--- src/rtl/dma_remap_pkg.sv ---
package dma_remap_pkg;
  localparam int NUM_WIN  = 4;
  localparam int ADDR_W   = 20;
  localparam int SEG_LO   = 8;
  localparam int SEG_W    = ADDR_W - SEG_LO;
  localparam int BYTE_W   = 8;
  localparam int HI_W     = SEG_W - BYTE_W;
  localparam int CFG_AW   = 16;

  typedef logic [SEG_W-1:0] seg_t;

  typedef struct packed {
    seg_t mask;
    seg_t cmp;
    seg_t map;
  } win_cfg_t;

  // register groups, selected by offset bits 4:2
  typedef enum logic [2:0] {
    GRP_MASK_LO = 3'd0,
    GRP_MASK_HI = 3'd1,
    GRP_CMP_LO  = 3'd2,
    GRP_CMP_HI  = 3'd3,
    GRP_MAP_LO  = 3'd4,
    GRP_MAP_HI  = 3'd5,
    GRP_MODE    = 3'd6
  } grp_e;
endpackage

--- src/rtl/remap_cfg_regs.sv ---
module remap_cfg_regs
  import dma_remap_pkg::*;
#(
  parameter logic [CFG_AW-1:0] BASE_ADDR = 16'h1E00
) (
  input  logic                      clk,
  input  logic                      rst_n,
  input  logic                      we,
  input  logic [CFG_AW-1:0]         addr,
  input  logic [BYTE_W-1:0]         wdata,
  output win_cfg_t [NUM_WIN-1:0]    cfg_o,
  output logic [NUM_WIN-1:0]        win_en_o,
  output logic                      glob_en_o
);
  localparam logic [CFG_AW-1:0] LAST_OFF = 16'h0018;

  win_cfg_t [NUM_WIN-1:0] cfg_q, cfg_d;
  logic [NUM_WIN-1:0]     en_q, en_d;
  logic                   glob_q, glob_d;

  logic [CFG_AW-1:0] off;
  logic              in_range;
  logic              wr_en;
  logic [2:0]        grp;
  logic [1:0]        idx;

  assign off      = addr - BASE_ADDR;
  assign in_range = (addr >= BASE_ADDR) && (off <= LAST_OFF);
  assign wr_en    = we && in_range;
  assign grp      = off[4:2];
  assign idx      = off[1:0];

  always_comb begin
    cfg_d  = cfg_q;
    en_d   = en_q;
    glob_d = glob_q;
    if (wr_en) begin
      unique case (grp_e'(grp))
        GRP_MASK_LO: cfg_d[idx].mask[BYTE_W-1:0]     = wdata;
        GRP_MASK_HI: cfg_d[idx].mask[SEG_W-1:BYTE_W] = wdata[HI_W-1:0];
        GRP_CMP_LO:  cfg_d[idx].cmp[BYTE_W-1:0]      = wdata;
        GRP_CMP_HI:  cfg_d[idx].cmp[SEG_W-1:BYTE_W]  = wdata[HI_W-1:0];
        GRP_MAP_LO:  cfg_d[idx].map[BYTE_W-1:0]      = wdata;
        GRP_MAP_HI:  cfg_d[idx].map[SEG_W-1:BYTE_W]  = wdata[HI_W-1:0];
        GRP_MODE: begin
          glob_d = wdata[BYTE_W-1];
          en_d   = wdata[NUM_WIN-1:0];
        end
        default: ;
      endcase
    end
  end

  always_ff @(posedge clk or negedge rst_n) begin
    if (!rst_n) begin
      cfg_q  <= '1;
      en_q   <= '0;
      glob_q <= 1'b0;
    end else if (wr_en) begin
      cfg_q  <= cfg_d;
      en_q   <= en_d;
      glob_q <= glob_d;
    end
  end

  assign cfg_o     = cfg_q;
  assign win_en_o  = en_q;
  assign glob_en_o = glob_q;
endmodule

--- src/rtl/remap_window.sv ---
module remap_window
  import dma_remap_pkg::*;
(
  input  logic  en_i,
  input  seg_t  seg_i,
  input  seg_t  mask_i,
  input  seg_t  cmp_i,
  output logic  hit_o
);
  assign hit_o = en_i && ((seg_i & mask_i) == cmp_i);
endmodule

--- src/rtl/remap_priority.sv ---
module remap_priority
  import dma_remap_pkg::*;
(
  input  logic [NUM_WIN-1:0]        hits_i,
  input  seg_t [NUM_WIN-1:0]        maps_i,
  output logic [NUM_WIN-1:0]        grant_o,
  output logic                      any_o,
  output seg_t                      map_o
);
  // scan from the lowest priority upwards; the last hit written wins
  always_comb begin
    grant_o = '0;
    any_o   = 1'b0;
    map_o   = '0;
    for (int i = NUM_WIN - 1; i >= 0; i--) begin
      if (hits_i[i]) begin
        grant_o    = '0;
        grant_o[i] = 1'b1;
        any_o      = 1'b1;
        map_o      = maps_i[i];
      end
    end
  end
endmodule

--- src/rtl/dma_remap_unit.sv ---
module dma_remap_unit
  import dma_remap_pkg::*;
#(
  parameter logic [CFG_AW-1:0] BASE_ADDR = 16'h1E00
) (
  input  logic                clk,
  input  logic                rst_n,
  input  logic                cfg_we,
  input  logic [CFG_AW-1:0]   cfg_addr,
  input  logic [BYTE_W-1:0]   cfg_wdata,
  input  logic                dma_req_valid,
  input  logic [ADDR_W-1:0]   dma_addr,
  output logic                cpu_req_valid,
  output logic [ADDR_W-1:0]   cpu_addr
);
  logic [1:0]             rst_pipe;
  logic                   rst_sync_n;
  win_cfg_t [NUM_WIN-1:0] win_cfg;
  seg_t     [NUM_WIN-1:0] win_map;
  logic [NUM_WIN-1:0]     win_en;
  logic [NUM_WIN-1:0]     win_hit;
  logic [NUM_WIN-1:0]     grant;
  logic                   glob_en;
  logic                   any_hit;
  seg_t                   sel_map;
  seg_t                   in_seg;

  // asynchronous assert, synchronous release
  always_ff @(posedge clk or negedge rst_n) begin
    if (!rst_n) rst_pipe <= 2'b00;
    else        rst_pipe <= {rst_pipe[0], 1'b1};
  end
  assign rst_sync_n = rst_pipe[1];

  remap_cfg_regs #(.BASE_ADDR(BASE_ADDR)) u_regs (
    .clk       (clk),
    .rst_n     (rst_sync_n),
    .we        (cfg_we),
    .addr      (cfg_addr),
    .wdata     (cfg_wdata),
    .cfg_o     (win_cfg),
    .win_en_o  (win_en),
    .glob_en_o (glob_en)
  );

  assign in_seg = dma_addr[ADDR_W-1:SEG_LO];

  for (genvar g = 0; g < NUM_WIN; g++) begin : g_win
    remap_window u_win (
      .en_i   (win_en[g]),
      .seg_i  (in_seg),
      .mask_i (win_cfg[g].mask),
      .cmp_i  (win_cfg[g].cmp),
      .hit_o  (win_hit[g])
    );
    assign win_map[g] = win_cfg[g].map;
  end

  remap_priority u_prio (
    .hits_i  (win_hit),
    .maps_i  (win_map),
    .grant_o (grant),
    .any_o   (any_hit),
    .map_o   (sel_map)
  );

  always_comb begin
    if (any_hit) cpu_addr = {sel_map, dma_addr[SEG_LO-1:0]};
    else         cpu_addr = {1'b1, dma_addr[ADDR_W-2:0]};
  end

  assign cpu_req_valid = dma_req_valid && glob_en;
endmodule

--- config.mk ---
export PLATFORM = sky130hd
export DESIGN_NAME = dma_remap_unit
export DESIGN_NICKNAME = d
export VERILOG_FILES = /design/src/rtl/dma_remap_pkg.sv /design/src/rtl/remap_cfg_regs.sv /design/src/rtl/remap_window.sv /design/src/rtl/remap_priority.sv /design/src/rtl/dma_remap_unit.sv
export SDC_FILE = /design/constraint.sdc
export NUM_CORES = 1
export LEC_CHECK = 0
export BUFFER_PORTS_ARGS = -buffer_cell sky130_fd_sc_hd__buf_2
export CAP_MARGIN = 20
export CORE_MARGIN = 2
export CORE_UTILIZATION = 50
export DETAILED_ROUTE_END_ITERATION = 8
export PLACE_DENSITY_LB_ADDON = 0.15
export SYNTH_ARGS = -nofsm -noshare
export SYNTH_HDL_FRONTEND = slang
export SYNTH_SLANG_ARGS = --single-unit
--- constraint.sdc ---
create_clock -name clk -period 4.8 [get_ports clk]
set_input_delay 0.96 -clock clk [delete_from_list [all_inputs] [get_ports clk]]
set_output_delay 0.96 -clock clk [all_outputs]
set_load 0.02 [all_outputs]
# Word-level counts from Yosys, hierarchy flattened

Index checks and enable logic that the tools add are counted.

Bits in registers: 151
Input bits: 48
Output and inout port bits: 21
Word-level logic and storage cells: 74

Add/subtract/negate cells: 1
$lt $le $gt $ge: 4
Equality and inequality tests: 10
Mux-type cells: 28
Bitwise gates (word level): 4
Reductions and logical operators: 12

Operators with widths:

| kind                     | number |
|---|---|
| $bwmux W144              | 6 |
| $pmux W144 S6            | 1 |
| $demux W36 S2            | 6 |
| $mux W12                 | 5 |
| $and A12 B12 Y12         | 4 |
| $eq A12 B12 Y1           | 4 |
| $mux W20                 | 2 |
| $mux W36                 | 1 |
| $mux W32                 | 1 |
| $mux W24                 | 1 |
| $ge A16 B13 Y1 const B   | 1 |
| $le A16 B5 Y1 const B    | 1 |
| $sub A16 B13 Y16 const B | 1 |
| $eq A3 B3 Y1 const B     | 3 |
| $logic_and A1 B1 Y1      | 8 |
| $mux W8                  | 1 |
| $eq A3 B2 Y1 const B     | 2 |
| $reduce_bool A6 Y1       | 1 |
| $mux W1                  | 4 |
| $reduce_and A2 Y1        | 2 |
| $eq A3 B1 Y1 const B     | 1 |
| $logic_not A3 Y1         | 1 |
| $lt A2 B3 Y1 const B     | 1 |
| $ge A2 B1 Y1 const B     | 1 |

# Longest topological paths before layout

Depth after elaboration: 8
Mapped depth: 10
Mapped depth without buffers: 8

# Cells and area by module

Synthesis repeated with hierarchy kept, for this count alone.

Cell total of the unflattened synthesis: 767
Area total of the unflattened synthesis: 7677.4 um2

Modules (own cells, without submodules):

| module         | instances | cells an instance | area an instance (um2) | seq. area each (um2) |
|---|---|---|---|---|
| remap_cfg_regs | 1         | 576               | 6326.1                 | 3908.7 |
| remap_window   | 4         | 29                | 183.9                  | 0.0 |
| remap_priority | 1         | 50                | 320.3                  | 0.0 |
| dma_remap_unit | 1         | 25                | 295.3                  | 50.0 |

# Worst setup path after synthesis

No wires, ideal clock.

Kind: input to output
From: input port dma_addr[18]
To: output port cpu_addr[15]
Arrival: 3.264 ns
Required time: 3.840 ns
Setup slack: 0.576 ns
Cell stages on the path: 9
Buffers on the path: 2
Path through: a21oi_1 o211ai_1 or4_4 buf_6 or4b_1 buf_2 or2_0 a31o_1 a31oi_1

Longest elaborated chain between the ends: 8
Elaborated cells on any way between the ends: 21
Those cells by class: eq/ne (4); mux (9); bitwise (4); reduce/logical (4)

Ends and longest elaborated chain:

| item                                              | line                 | source |
|---|---|---|
| start: declaration                                | dma_remap_unit.sv:12 | `input logic [ADDR_W-1:0] dma_addr,` |
| $and A12 B12 Y12                                  | remap_window.sv:10   | `assign hit_o = en_i && ((seg_i & mask_i) == cmp_i);` |
| $eq A12 B12 Y1                                    | remap_window.sv:10   |  |
| $logic_and A1 B1 Y1                               | remap_window.sv:10   |  |
| $mux W12 or $mux W1 (tied branches) (4 in series) | remap_priority.sv:16 | `if (hits_i[i]) begin` |
| $mux W20 *                                        | dma_remap_unit.sv:68 | `if (any_hit) cpu_addr = {sel_map, dma_addr[SEG_LO-1:0]};` |
| end: declaration                                  | dma_remap_unit.sv:14 | `output logic [ADDR_W-1:0] cpu_addr` |

Every way passes the cells marked *; elsewhere a longest branch is shown, timed or not.

# Worst setup path after layout

From: input port dma_addr[9]
To: output port cpu_addr[10]

The elaborated chain is that of the path after synthesis.

==> flow_metrics.py <==
metrics = {
    "outcome": {
        "status": "finished, final reports clean",
    },
    "clock_network": {
        "clockBufferDepth": 2,
        "holdBufCountCts": 0,
        "numCtsBuffers": 17,
        "clock-sinks": 151,
        "clkSlewWorstSetupHoldPaths_ns": 0.06,
        "root_buffer": "clkbuf_16",
        "h-tree-depth": 4,
        "clock_latency_ns": 0.43,
        "cts_tree": "built",
        "cts_resized": 0,
        "post_cts_buffers": 0,
    },
    "yosys": {
        "yosysTopAreaCellShare_pct": 49.7,
        "syn-num-nets": 898,
        "async_flop_share_pct": 100,
        "seq_area_frac_synth_pct": 52.0,
        "syn_inst": 847,
        "synthFlopType": "dfstp_2",
        "synth_common_cells": "224 x nand2_1, 144 x dfstp_2, 144 x o21ai_0",
        "synth-edff-count": 0,
        "yosysMostFrequentCell": "nand2_1",
        "synth_top_area_cell": "dfstp_2",
        "avgSynthCellArea_um2": 8.99,
        "synth.area.top_cells": "dfstp_2 50%, nand2_1 11%, o21ai_0 9.5%, a21oi_1 2.4%, dfrtp_1 2.3%",
        "synth.distinct_cells": 53,
        "synth-seq-cells": 151,
        "ys_warn_count": 0,
        "syn_area_um2": 7620,
    },
    "die": {
        "core_area_um2": 15000,
        "dieArea_um2": 16200,
        "die_w_um": 127,
        "die_h_um": 127,
        "rows": 45,
        "start_util_pct": 50.7,
        "ios": 69,
    },
    "sta": {
        "finClkSkew_ns": 0.00694,
        "setup_ws_ns": 0.197,
        "finalSetupTns_ns": 0,
        "tightestPinTransition_ns": 1.11,
        "fin_crit_ns": 4.60,
        "hold_slack_ns": 0.302,
        "max_freq_mhz": 217,
        "fin_crit_sh_pct": 95.9,
        "drv_slew": 0,
        "hold_violations": 0,
        "setup_violations": 0,
        "rsz0062_at_grt": "false",
        "max-slew-margin-rel_pct": 25.9,
    },
    "global_routing": {
        "grtUsageMet1_pct": 41.0,
        "grt_max_degree": 65,
        "grt_usage_pct": 31.3,
        "use_met2_pct": 49.6,
        "grtUsageMet3_pct": 7.66,
        "grt-ovfl-total": 0,
        "grt_pass1_wl_um": 38200,
        "antenna_found_initial": 0,
        "busiest_layer": "met2",
        "grt_pass1_vias": 6817,
    },
    "pwr": {
        "ir_drop_mv": 0.273,
        "p_seq_share_pct": 45.9,
        "p_int_mw": 2.17,
        "switching_share_pct": 22.9,
        "leakage_nw": 3.28,
        "p_sw_uw": 644,
        "p_per_area_nw_per_um2": 324,
        "comb_power_share_pct": 4.9,
        "power.total_mw": 2.82,
        "pwr-share-clk_pct": 49.2,
    },
    "place": {
        "portBuffers": 52,
        "place_area_um2": 8100,
        "pre_cts_slack_ns": 0.258,
        "place_hpwl_um": 17400,
        "place.gp.congestion": 0.942,
        "place_inst": 1066,
    },
    "critical_path": {
        "critPathMaxFanout": 11,
        "slowest_delay_ns": 0.72,
        "crit_path_start_kind": "input pin",
        "arrival_ns": 3.64,
        "r2r_start": "rst_pipe[1]",
        "critPathCaptureType": "output pin",
        "worstPathRequired_ns": 3.84,
        "crit_start": "dma_addr[9]",
        "critical_path_class": "input pin to output pin",
        "critPathSlowestCell": "or4b_1",
        "crit_chain": "buf_2, and3_1, o22ai_1, or4_4, or4b_1, and3_1, a21boi_1, a21oi_1, buf_2",
    },
    "worst_hold_path": {
        "hold_path.class": "input pin to asynchronous set/reset pin",
    },
    "final_layout": {
        "final_cells": 1097,
        "nets": 948,
        "design_area_um2": 8700,
        "drive_above_1_share_pct": 28.7,
        "utilization_pct": 57.9,
        "n_antenna_cell": 0,
        "area_growth_pct": 14.2,
    },
    "detailed_routing": {
        "drcViolationCount": 0,
        "routed_wl_um": 24700,
        "wire_per_inst_um": 22.5,
        "dr.pass1.iters": 6,
        "final_antenna_net_count": 0,
        "num_vias": 6897,
        "avgViaCountPerCell": 6.29,
        "dr.first_iter.drc_count": 719,
    },
    "flow_run": {
        "cap_viol_max_count": 0,
    },
}
==> per-layer routing <==
layer | vias up | wire, µm | part of all wire (%)
met5 | - | 0 | 0
met4 | 0 | 860 | 3.5
met3 | 67 | 2040 | 8.3
met2 | 348 | 11600 | 47
met1 | 3402 | 10100 | 41
li1 | 3080 | - | -
==> cell usage in the layout (no fill, tap or decap), drive strengths merged, types with 3 or more instances in the layout <==
master	count
o41ai	8
nor2b	5
o211ai	6
nand2b	5
o22ai	16
o21ai	149
dfrtp	7
or2	4
nor2	30
and3	23
o2111ai	5
xor2	12
ha	3
nand2	224
inv	5
nor4	14
dfstp	144
or4b	3
clkbuf	24
and2	12
nand3	13
a32o	16
nand4	5
a21boi	11
xnor2	14
bufinv	3
mux2	5
or4	5
buf	77
a21oi	36
==> cell families (layout without fill, tap and decap cells) <==
group                    Yosys count  after routing  synth area share [%]
buffers and inverters             51            113                  3.04
adder cells (fa/ha/maj)            3              3                 0.493
multiplexers                       6              6                 0.871
flip-flops                       151            151                  52.0
XOR/XNOR                          26             26                  2.99
other                              1              1                0.0492
AND/OR/NAND/NOR                  351            351                  20.7
AO/OA/AOI/OAI                    258            258                  19.9
==> area by class of cell <==
type / count / area (µm²)
fillers: 1352 / 6340
flip-flops and latches: 151 / 3960
multi-input cells: 645 / 3430
clock buffers: 24 / 482
repair buffers: 77 / 448
well taps: 188 / 235
clock inverters: 7 / 119
inverters: 5 / 18.8
==> path summary, 6_finish.rpt <==
kind                                         endpoint  slack [ns]  depth (start not counted)
max                                      cpu_addr[10]        0.20                          9
min in group clk                          rst_pipe[1]        0.35                          0
max in group asynchronous  asynchronous set/reset pin        3.22                          1
min                                       rst_pipe[1]        0.30                          1
min reg2reg                               rst_pipe[1]        0.35                          0
max reg2reg                asynchronous set/reset pin        3.22                          1
==> power by group through the flow <==
stage	registers [mW]	logic, mW	clock network [mW]
after floorplan	1.32	0.0702	0
after global placement	1.31	0.132	0
after detailed placement	1.31	0.135	0
after CTS	1.29	0.136	1.39
after global routing	1.29	0.149	1.44
final	1.29	0.139	1.38
==> critical path: cells and delay by family <==
kind,cells,cell delay [ns]
compound gates,3,0.48
buf+inv,2,0.34
simple gates,4,1.86
(Power assumes the default switching activity.)
